### src/rtl/burst_pkg.sv
package burst_pkg;

    typedef enum logic {
        ORD_SEQUENTIAL  = 1'b0,
        ORD_INTERLEAVED = 1'b1
    } order_e;

    typedef struct packed {
        logic load;
        logic adv;
    } burst_ctl_t;

    function automatic order_e decode_order(input logic pin);
        return pin ? ORD_INTERLEAVED : ORD_SEQUENTIAL;
    endfunction

endpackage

### src/rtl/burst_base_reg.sv
module burst_base_reg #(
    parameter int OFS_W = 2,
    parameter int HI_W  = 8
) (
    input  logic             clk_i,
    input  logic             rst_i,
    input  logic             load_i,
    input  logic [OFS_W-1:0] start_i,
    input  logic [HI_W-1:0]  hi_i,
    output logic [OFS_W-1:0] start_q,
    output logic [HI_W-1:0]  hi_q
);
    always_ff @(posedge clk_i) begin
        if (rst_i) begin
            start_q <= '0;
            hi_q    <= '0;
        end else if (load_i) begin
            start_q <= start_i;
            hi_q    <= hi_i;
        end
    end
endmodule

### src/rtl/burst_beat_cnt.sv
module burst_beat_cnt
    import burst_pkg::*;
#(
    parameter int OFS_W = 2
) (
    input  logic             clk_i,
    input  logic             rst_i,
    input  burst_ctl_t       ctl_i,
    output logic [OFS_W-1:0] count_q
);
    localparam logic [OFS_W-1:0] ONE = OFS_W'(1);

    always_ff @(posedge clk_i) begin
        if (rst_i)
            count_q <= '0;
        else if (ctl_i.load)
            count_q <= '0;
        else if (ctl_i.adv)
            count_q <= count_q + ONE;
    end
endmodule

### src/rtl/burst_ofs_map.sv
module burst_ofs_map
    import burst_pkg::*;
#(
    parameter int OFS_W = 2
) (
    input  order_e           order_i,
    input  logic [OFS_W-1:0] start_i,
    input  logic [OFS_W-1:0] count_i,
    output logic [OFS_W-1:0] ofs_o
);
    logic [OFS_W-1:0] seq_ofs;
    logic [OFS_W-1:0] ilv_ofs;

    assign seq_ofs = start_i + count_i;

    for (genvar b = 0; b < OFS_W; b++) begin : g_ilv
        assign ilv_ofs[b] = start_i[b] ^ count_i[b];
    end

    always_comb begin
        unique case (order_i)
            ORD_SEQUENTIAL:  ofs_o = seq_ofs;
            ORD_INTERLEAVED: ofs_o = ilv_ofs;
            default:         ofs_o = ilv_ofs;
        endcase
    end
endmodule

### src/rtl/burst_seq_gen.sv
module burst_seq_gen
    import burst_pkg::*;
#(
    parameter int OFS_W = 2,
    parameter int HI_W  = 8
) (
    input  logic             clk_i,
    input  logic             rst_i,
    input  logic             load_i,
    input  logic             adv_i,
    input  logic             mode_i,
    input  logic [OFS_W-1:0] start_i,
    input  logic [HI_W-1:0]  hi_i,
    output logic [OFS_W-1:0] ofs_o,
    output logic [HI_W-1:0]  hi_o
);
    burst_ctl_t       ctl;
    order_e           order;
    logic [OFS_W-1:0] start_q;
    logic [OFS_W-1:0] count_q;

    assign ctl.load = load_i;
    assign ctl.adv  = adv_i;
    assign order    = decode_order(mode_i);

    burst_base_reg #(.OFS_W(OFS_W), .HI_W(HI_W)) base_i (
        .clk_i   (clk_i),
        .rst_i   (rst_i),
        .load_i  (load_i),
        .start_i (start_i),
        .hi_i    (hi_i),
        .start_q (start_q),
        .hi_q    (hi_o)
    );

    burst_beat_cnt #(.OFS_W(OFS_W)) cnt_i (
        .clk_i   (clk_i),
        .rst_i   (rst_i),
        .ctl_i   (ctl),
        .count_q (count_q)
    );

    burst_ofs_map #(.OFS_W(OFS_W)) map_i (
        .order_i (order),
        .start_i (start_q),
        .count_i (count_q),
        .ofs_o   (ofs_o)
    );
endmodule

### config.mk
export PLATFORM = sky130hd
export DESIGN_NAME = burst_seq_gen
export DESIGN_NICKNAME = d
export VERILOG_FILES = /design/src/rtl/burst_pkg.sv /design/src/rtl/burst_base_reg.sv /design/src/rtl/burst_beat_cnt.sv /design/src/rtl/burst_ofs_map.sv /design/src/rtl/burst_seq_gen.sv
export SDC_FILE = /design/constraint.sdc
export NUM_CORES = 1
export LEC_CHECK = 0
export BUFFER_PORTS_ARGS = -buffer_cell sky130_fd_sc_hd__clkbuf_2
export CAP_MARGIN = 20
export CELL_PAD_IN_SITES_DETAIL_PLACEMENT = 0
export CELL_PAD_IN_SITES_GLOBAL_PLACEMENT = 2
export CORE_MARGIN = 5
export CORE_UTILIZATION = 25
export CTS_BUF_LIST = sky130_fd_sc_hd__clkbuf_4 sky130_fd_sc_hd__clkbuf_8 sky130_fd_sc_hd__clkbuf_16
export CTS_CLUSTER_SIZE = 25
export DETAILED_ROUTE_END_ITERATION = 7
export HOLD_SLACK_MARGIN = 0.08
export MAX_ROUTING_LAYER = met4
export PLACE_DENSITY_LB_ADDON = 0.3
export RECOVER_POWER = 50
export SLEW_MARGIN = 20
export SYNTH_ARGS = -nofsm -noshare
export SYNTH_HDL_FRONTEND = slang
export SYNTH_SLANG_ARGS = --single-unit
### constraint.sdc
create_clock -name clk_i -period 1.5 [get_ports clk_i]
set_clock_uncertainty 0.1 [all_clocks]
set_input_delay 0.15 -clock clk_i [delete_from_list [all_inputs] [get_ports clk_i]]
set_output_delay 0.15 -clock clk_i [all_outputs]
set_load 0.1 [all_outputs]
==> Word-level counts from Yosys, hierarchy flattened <==
Index checks and enable logic that the tools add are counted.
{ "word_totals": {"reg_bits": 12, "inputBits": 15, "out_inout_bits": 10, "word_cells": 11} }
{ "op_classes": {"addsub": 2, "mux": 2, "bitwise": 3, "reduce_logical": 1} }
{ "ops": {"columns": ["operator", "count"], "rows": [
  ["2-bit case mux with 2 select lines", 1],
  ["2-bit by 1-bit adder with 2-bit output, second input constant", 1],
  ["2-bit adder", 1],
  ["2-bit OR reduction", 1],
  ["1-bit bitwise XOR", 2],
  ["1-bit 2-to-1 mux", 1],
  ["1-bit inverter", 1]
]} }

==> Longest topological paths before layout <==
Gate-level depths: netlist (run 1).
{ "depth": {"ltp_word": 3, "ltp_mapped": 3, "mapped_depth_nobuf": 3} }

==> Hierarchy <==
Synthesis (run 1) repeated with hierarchy kept, for this count alone.
{ "hier_totals": {"cells_unflattened": 44, "hier_area_um2": 474.2} }
{ "by_module_without_submodules": {"columns": ["mod", "n_inst", "cells_per_inst", "area_each_um2", "seq_area_each_um2"], "rows": [
  ["burst_base_reg", 1, 32, 352.8, 200.2],
  ["burst_beat_cnt", 1, 8, 85.1, 40.0],
  ["burst_ofs_map", 1, 4, 36.3, 0.0]
]} }

==> Worst setup path before layout (run 1) <==
No wires, ideal clock.
{ "synth_path": {"kind": "reg-to-output", "from": "reg cnt_i.count_q[0]", "to": "out ofs_o[1]", "arrival_ns": 2.177, "required_time_ns": 1.250, "slack_ns": -0.927, "stages_incl_launch_ff": 4, "n_path_buf": 0, "path_cell_list": "dfxtp_1 > ha_1 > nor2b_1 > xnor2_1"} }
{ "synth_via": {"elab_chain_cells": 2} }
{ "synth_lines": {"columns": ["item", "line", "source"], "rows": [
  ["from (decl)", "burst_beat_cnt.sv:9", "output logic [OFS_W-1:0] count_q"],
  ["from (signal assigned)", "burst_beat_cnt.sv:19", "count_q <= count_q + ONE;"],
  ["2-bit adder", "burst_ofs_map.sv:14", "assign seq_ofs = start_i + count_i;"],
  ["2-bit case mux with 2 select lines", "burst_ofs_map.sv:21", "unique case (order_i)"],
  ["to (decl)", "burst_seq_gen.sv:14", "output logic [OFS_W-1:0] ofs_o,"]
]} }
Every way passes these cells.

==> Worst setup path after layout (run 1) <==
{ "layout_path": {"from": "reg base_i.start_q[0]", "to": "out ofs_o[1]"} }
{ "layout_via": {"elab_chain_cells": 2} }
{ "layout_lines": {"columns": ["item", "line", "source"], "rows": [
  ["from (decl)", "burst_base_reg.sv:10", "output logic [OFS_W-1:0] start_q,"],
  ["from (signal assigned)", "burst_base_reg.sv:18", "start_q <= start_i;"],
  ["2-bit adder", "burst_ofs_map.sv:14", null],
  ["2-bit case mux with 2 select lines", "burst_ofs_map.sv:21", null]
]} }
Every way passes these cells.

==> qor.yml, run 1 <==
synth_top_cell_by_area: "dfxtp_1"
placementRows: 15
routedWlPerCell_um: 11.0
setup_viol: 0
hold_viol_final: 0
critPathRequiredTime_ns: 1.25
slew_headroom: 0.640
root_buffer: "clkbuf_4"
routed-via-count: 436
cts_buffers: 3
p_switching_uw: 279
grt_overflow: 0
synth_area_leaders: "dfxtp_1 (51%), mux2i_1 (21%), nor2_1 (8.0%), xnor2_1 (5.6%), ha_1 (2.7%)"
synth_top_area_share: 0.512
start_util: 0.266
cts.clk_slew.worst_paths_ns: 0.07
netlist_area_um2: 469
grt_pass1_wl_mm: 1.97
path_class: "reg -> out"
antenna_found_initial: 0
clock_latency_ns: 0.26
cts_max_path_buffers: 2
avgViaCountPerCell: 4.15
switching_share: 0.349
drc: 0
final_nets: 98
power_uw: 799
drt_iter0_drc: 0
grt_usage: 0.0998
ys_seq_elements: 12
drt_wl_total_mm: 1.15
hold_path_class: "in -> reg"
rsz0062_at_grt: "true"
design_area_um2: 813
worstPathArrival_ns: 1.25
placed_cell_area_um2: 661
p_clk_frac: 0.229
end_kind: "output port"
slew_violations: 0
crit_fanout: 2
p_per_area_nw_per_um2: 982
synth.distinct_cells: 12
status: "finished, final reports clean"
drive_above_1_share: 0.438
max_cap_viol_count: 0
avgSynthCellArea_um2: 10.9
first_pass_iters: 1
yosysSeqAreaShare: 0.512
ioPinCount: 25
syn2layout_area_growth_pct: 73.3
cellLeakagePower_uw: 0.000384
dp_slack_ns: 0.0770
place.gp.congestion: 0.610
cts_sinks: 12
tightestPinTransition_ns: 0.543
die_w_um: 53.3
peakVddDrop_mv: 0.509
p_int_uw: 520
combPwrFrac: 0.336
die_height_um: 53.3
port_buffers: 24
yosysWarnings: 0
dieArea_um2: 2840
synth.net_count: 59
diodes: 0
synthCells: 43
hpwl_um: 771
cts_tree: "yes"
ant_nets: 0
setup.worst_path.start_class: "flip-flop"
period_needed_ns: 1.50
p_seq_frac: 0.435
grt_max_degree: 13
htreeDepth: 1
fmax_mhz: 667
fin_crit_sh: 1.00
grt_pass1_vias: 463
coreArea_um2: 1760
fin_ws_ns: 0.000121
cell usage in the layout, fill, tap and decap left out:
cell / synthesis / final
mux2i_1: 10 / 10
ha_4: 0 / 1
a21bo_2: 1 / 1
dlygate4sd3_1: 0 / 10
buf_4: 0 / 2
nor2b_4: 0 / 1
buf_12: 0 / 2
nand3b_1: 1 / 1
dfxtp_2: 0 / 2
xnor2_4: 0 / 1
dfxtp_1: 12 / 10
nor3_1: 1 / 1
clkbuf_2: 0 / 22
clkbuf_4: 0 / 3
a211oi_1: 1 / 1
xnor2_1: 3 / 2
nor2_1: 10 / 10
timing repair:
item | 4_1_cts | 5_1_grt
hold buffers | 10 | 0
endpoints found under the setup margin | 1 | 1
setup buffers | 1 | 0
pin swaps | 0 | 1
endpoints found under the hold margin | 10 | 0
gates resized for setup | 4 | 2
routing by layer:
layer / GRT usage / wire length [um] / part of all wire / up-vias
li1: - / - / - / 221
met1: 0.109 / 472 / 0.41 / 202
met2: 0.163 / 619 / 0.54 / 11
met3: 0.0282 / 56 / 0.049 / 2
met4: 0.0511 / 4 / 0.0035 / 0
met5: - / 0 / 0 / -
cells in the mapped netlist:
cell type / number
nor2b_1: 1
dfxtp_1: 12
a211oi_1: 1
nor2_1: 10
mux2i_1: 10
buf_6: 1
buf_2: 1
ha_1: 1
nor3_1: 1
a21bo_2: 1
nand3b_1: 1
xnor2_1: 3
registers in the layout, summed over array words and instances (netlist names):
signal	count
cnt_i.count_q	2
base_i.start_q	2
base_i.hi_q	8
cells by family after synthesis:
group | count (synthesis) | share of synthesized area
AOI/OAI and AO/OA | 2 | 0.0373
buffers and inverters | 2 | 0.0347
adders and majority gates | 1 | 0.0267
xor gates and xnor gates | 3 | 0.0560
and+or+nand+nor | 13 | 0.120
muxes | 10 | 0.213
DFF | 12 | 0.512
power groups by stage:
stage	combinational (uW)	clock, uW	sequential [uW]
4_1_cts	267	194	346
3_5_place_dp	243	0	353
3_3_place_gp	242	0	353
5_1_grt	282	215	350
2_1_floorplan	89.0	0	444
6_report	268	183	347
final cells by class:
class | count | area, um2
Multi-Input combinational cell | 29 | 251
Tap cell | 25 | 31.3
Fill cell | 181 | 951
Clock buffer | 3 | 22.5
Timing Repair Buffer | 36 | 265
Sequential cell | 12 | 243
critical path, stage by stage, from the launching register on:
cell and delay (ns):
dfxtp_2 0.36, ha_4 0.12, nor2b_4 0.18, xnor2_4 0.14, buf_12 0.19
stage by stage:
stage,utilization,TNS (ns),hold WS (ns),cells
floorplan,-,0,0.123,43
global placement,0.374,0,0.285,91
detailed placement,0.374,0,0.298,91
CTS,0.454,-0.00535,0.0905,105
global route,0.461,-0.0642,0.107,105
finish,0.461,0,0.0969,105
path summary, 6_finish.rpt:
check | start | end | slack [ns] | cells after the start
setup reg to reg | cnt_i.count_q[0] | cnt_i.count_q[1] | 0.43 | 3
setup / recovery | base_i.start_q[0] | ofs_o[1] | 0.0001 | 4
hold reg to reg | base_i.hi_q[1] | base_i.hi_q[1] | 0.40 | 2
hold / removal | adv_i | cnt_i.count_q[1] | 0.1 | 3
Note: power is estimated with default switching activity, not from simulation.
==> run 2: changes to the inputs <==
SYNTH_HIERARCHICAL = 1   (was default)
==> run 2 against run 1 <==
Effect of this change: the flow now finishes with violations (setup timing); wire length down 5.9%; worst setup slack worse by 0.012 ns; non-clock buffer count up 1; maximum frequency decreased by 0.79%; via count decreased by 0.92%; global-route usage decreased by 0.37 points; hold slack improved by 0.0099 ns; sequential cell count unchanged; die area up 0.86%; critical path type unchanged; critical endpoint unchanged.
==> qor.yml, run 2 <==
cts_buffers: 3
start_util: 0.269
avgViaCountPerCell: 4.00
setup_viol: 1
synth.distinct_cells: 12
setup.worst_path.start_class: "flip-flop"
first_pass_iters: 4
drc: 0
routedWlPerCell_um: 10.0
yosysWarnings: 6
r2r_end: "cnt_i/count_q[1]"
root_buffer: "clkbuf_4"
cts.clk_slew.worst_paths_ns: 0.07
synthCells: 44
fin_ws_ns: -0.0118
die_w_um: 53.6
antenna_found_initial: 0
place.gp.congestion: 0.635
synth_common_cells: "dfxtp_1 (12), nor2_1 (11), mux2i_1 (10)"
period_needed_ns: 1.51
status: "finished, violations left"
yosysSeqAreaShare: 0.507
ant_nets: 0
top_regs: "base_i/hi_q: 8 flops, base_i/start_q: 2 flops, cnt_i/count_q: 2 flops"
synth_top_area_share: 0.507
final_cell_mix: "clkbuf_2 (21), nor2_1 (11), dlygate4sd3_1 (11), mux2i_1 (10), dfxtp_1 (10)"
peakVddDrop_mv: 0.514
final_nets: 100
slew_violations: 0
regMostFlops: "base_i/hi_q"
grt_pass1_vias: 472
rr_worst_depth: 3
design_area_um2: 842
hold_path_class: "in -> reg"
drt_wl_total_mm: 1.08
instances_no_fill: 108
ys_seq_elements: 12
worstPathArrival_ns: 1.26
placementRows: 15
largest_reg_flops: 8
critPathRequiredTime_ns: 1.25
grt_overflow: 0
fin_util: 0.477
async_flop_share: 0
cts_tree: "yes"
tightestPinTransition_ns: 0.548
final_common_cell: "clkbuf_2"
cellLeakagePower_uw: 0.000395
rsz0062_at_grt: "true"
cts_max_path_buffers: 2
holdPathStages: 2
hold_slack_ns: 0.107
clock_latency_ns: 0.26
drt_iter0_drc: 8
synth_area_leaders: "dfxtp_1 (51%), mux2i_1 (21%), nor2_1 (8.7%), xnor2_1 (5.5%), ha_1 (2.6%)"
die_height_um: 53.6
htreeDepth: 1
hpwl_um: 784
hold_viol_final: 0
syn2layout_area_growth_pct: 77.6
max_cap_viol_count: 0
placed_cell_area_um2: 667
drive_above_1_share: 0.422
hold_start: "rst_i"
power_uw: 867
dieArea_um2: 2870
avgSynthCellArea_um2: 10.8
synth.net_count: 60
port_buffers: 24
routed-via-count: 432
holdPathEnd: "base_i/start_q[0]"
post-place-cells: 92
synth_top_cell_by_area: "dfxtp_1"
fmax_mhz: 661
violations: "setup timing"
grt_usage: 0.0961
slew_headroom: 0.636
rrSetupSlack_ns: 0.59
p_per_area_nw_per_um2: 1030
diodes: 0
timing.rr.start: "cnt_i/count_q[0]"
fillers: 185
cts_sinks: 12
crit_fanout: 2
coreArea_um2: 1760
grt_pass1_wl_mm: 1.88
ioPinCount: 25
yosysMostFrequentCell: "dfxtp_1"
ys.flop_type: "dfxtp_1"
netlist_area_um2: 474
fin_crit_sh: 1.01
grt_max_degree: 12
synth_edf_count: 0
end_kind: "output port"
path_class: "reg -> out"
==> run 2: changes by cell type in the layout (fill, tap and decap cells not counted), sizes merged <==
cell         change
clkbuf           +1
a211oi           -1
nor3             -1
a21oi            +1
dlygate4sd3      +1
nor2             +1
or2              +1
==> run 2: critical path: stages (launching register included) <==
cell and delay (ns):
dfxtp_2 0.36, ha_4 0.13, nor2b_4 0.18, xnor2_4 0.14
buf_12 0.19
==> run 2: cell type report <==
class / count / area, um2 / area share
well taps: 25 / 31.3 / 0.0371
multi-input cells: 30 / 258 / 0.306
clock buffers: 4 / 36.3 / 0.0431
repair buffers: 37 / 274 / 0.325
flip-flops and latches: 12 / 243 / 0.288
==> run 2: cells by family (layout without fill, tap and decap cells) <==
| family | Yosys count | in the layout | share of synthesized area |
|---|---|---|---|
| AO/OA/AOI/OAI | 2 | 2 | 0.0396 |
| XOR/XNOR | 3 | 3 | 0.0554 |
| adder cells (fa/ha/maj) | 1 | 1 | 0.0264 |
| buffers and inverters | 2 | 41 | 0.0317 |
| flip-flops | 12 | 12 | 0.507 |
| multiplexers | 10 | 10 | 0.211 |
| AND/OR/NAND/NOR | 14 | 14 | 0.129 |
==> run 2: metal layers <==
layer / part of all wire / track usage / vias to the layer above / routed length [um]
li1: - / - / 223 / -
met1: 0.44 / 0.103 / 193 / 476
met2: 0.49 / 0.147 / 14 / 529
met3: 0.064 / 0.0277 / 2 / 69
met4: 0.0074 / 0.0766 / 0 / 8
met5: 0 / - / - / 0
==> run 2: worst max-delay path by stage <==
stage	start	cells after the start	endpoint
after floorplan	cnt_i/count_q[0]	3	ofs_o[1]
after global placement	cnt_i/count_q[0]	4	ofs_o[1]
after detailed placement	cnt_i/count_q[0]	4	ofs_o[1]
after CTS	base_i/start_q[0]	4	ofs_o[1]
after global routing	base_i/start_q[0]	4	ofs_o[1]
final	base_i/start_q[0]	4	ofs_o[1]
==> run 2: report_power, final <==
group	internal (uW)	switching, uW	leakage (uW)
clock network	147	103	0.0000210
logic	91.8	177	0.000274
registers	337	10.4	0.0000996
total	576	291	0.000395
==> run 2: timing repair <==
action | CTS | global route
resized for setup | 4 | 2
pin swaps | 0 | 1
hold buffers | 11 | 0
endpoints found under the setup margin | 1 | 1
setup buffers | 1 | 0
hold endpoints to repair | 12 | 0
==> run 2: through the flow <==
step	TNS (ns)	worst slack, ns
2_1_floorplan	0	0.00387
3_3_place_gp	0	0.0953
3_5_place_dp	0	0.0602
4_1_cts	-0.0176	-0.0176
5_1_grt	-0.0782	-0.0782
6_report	-0.0118	-0.0118
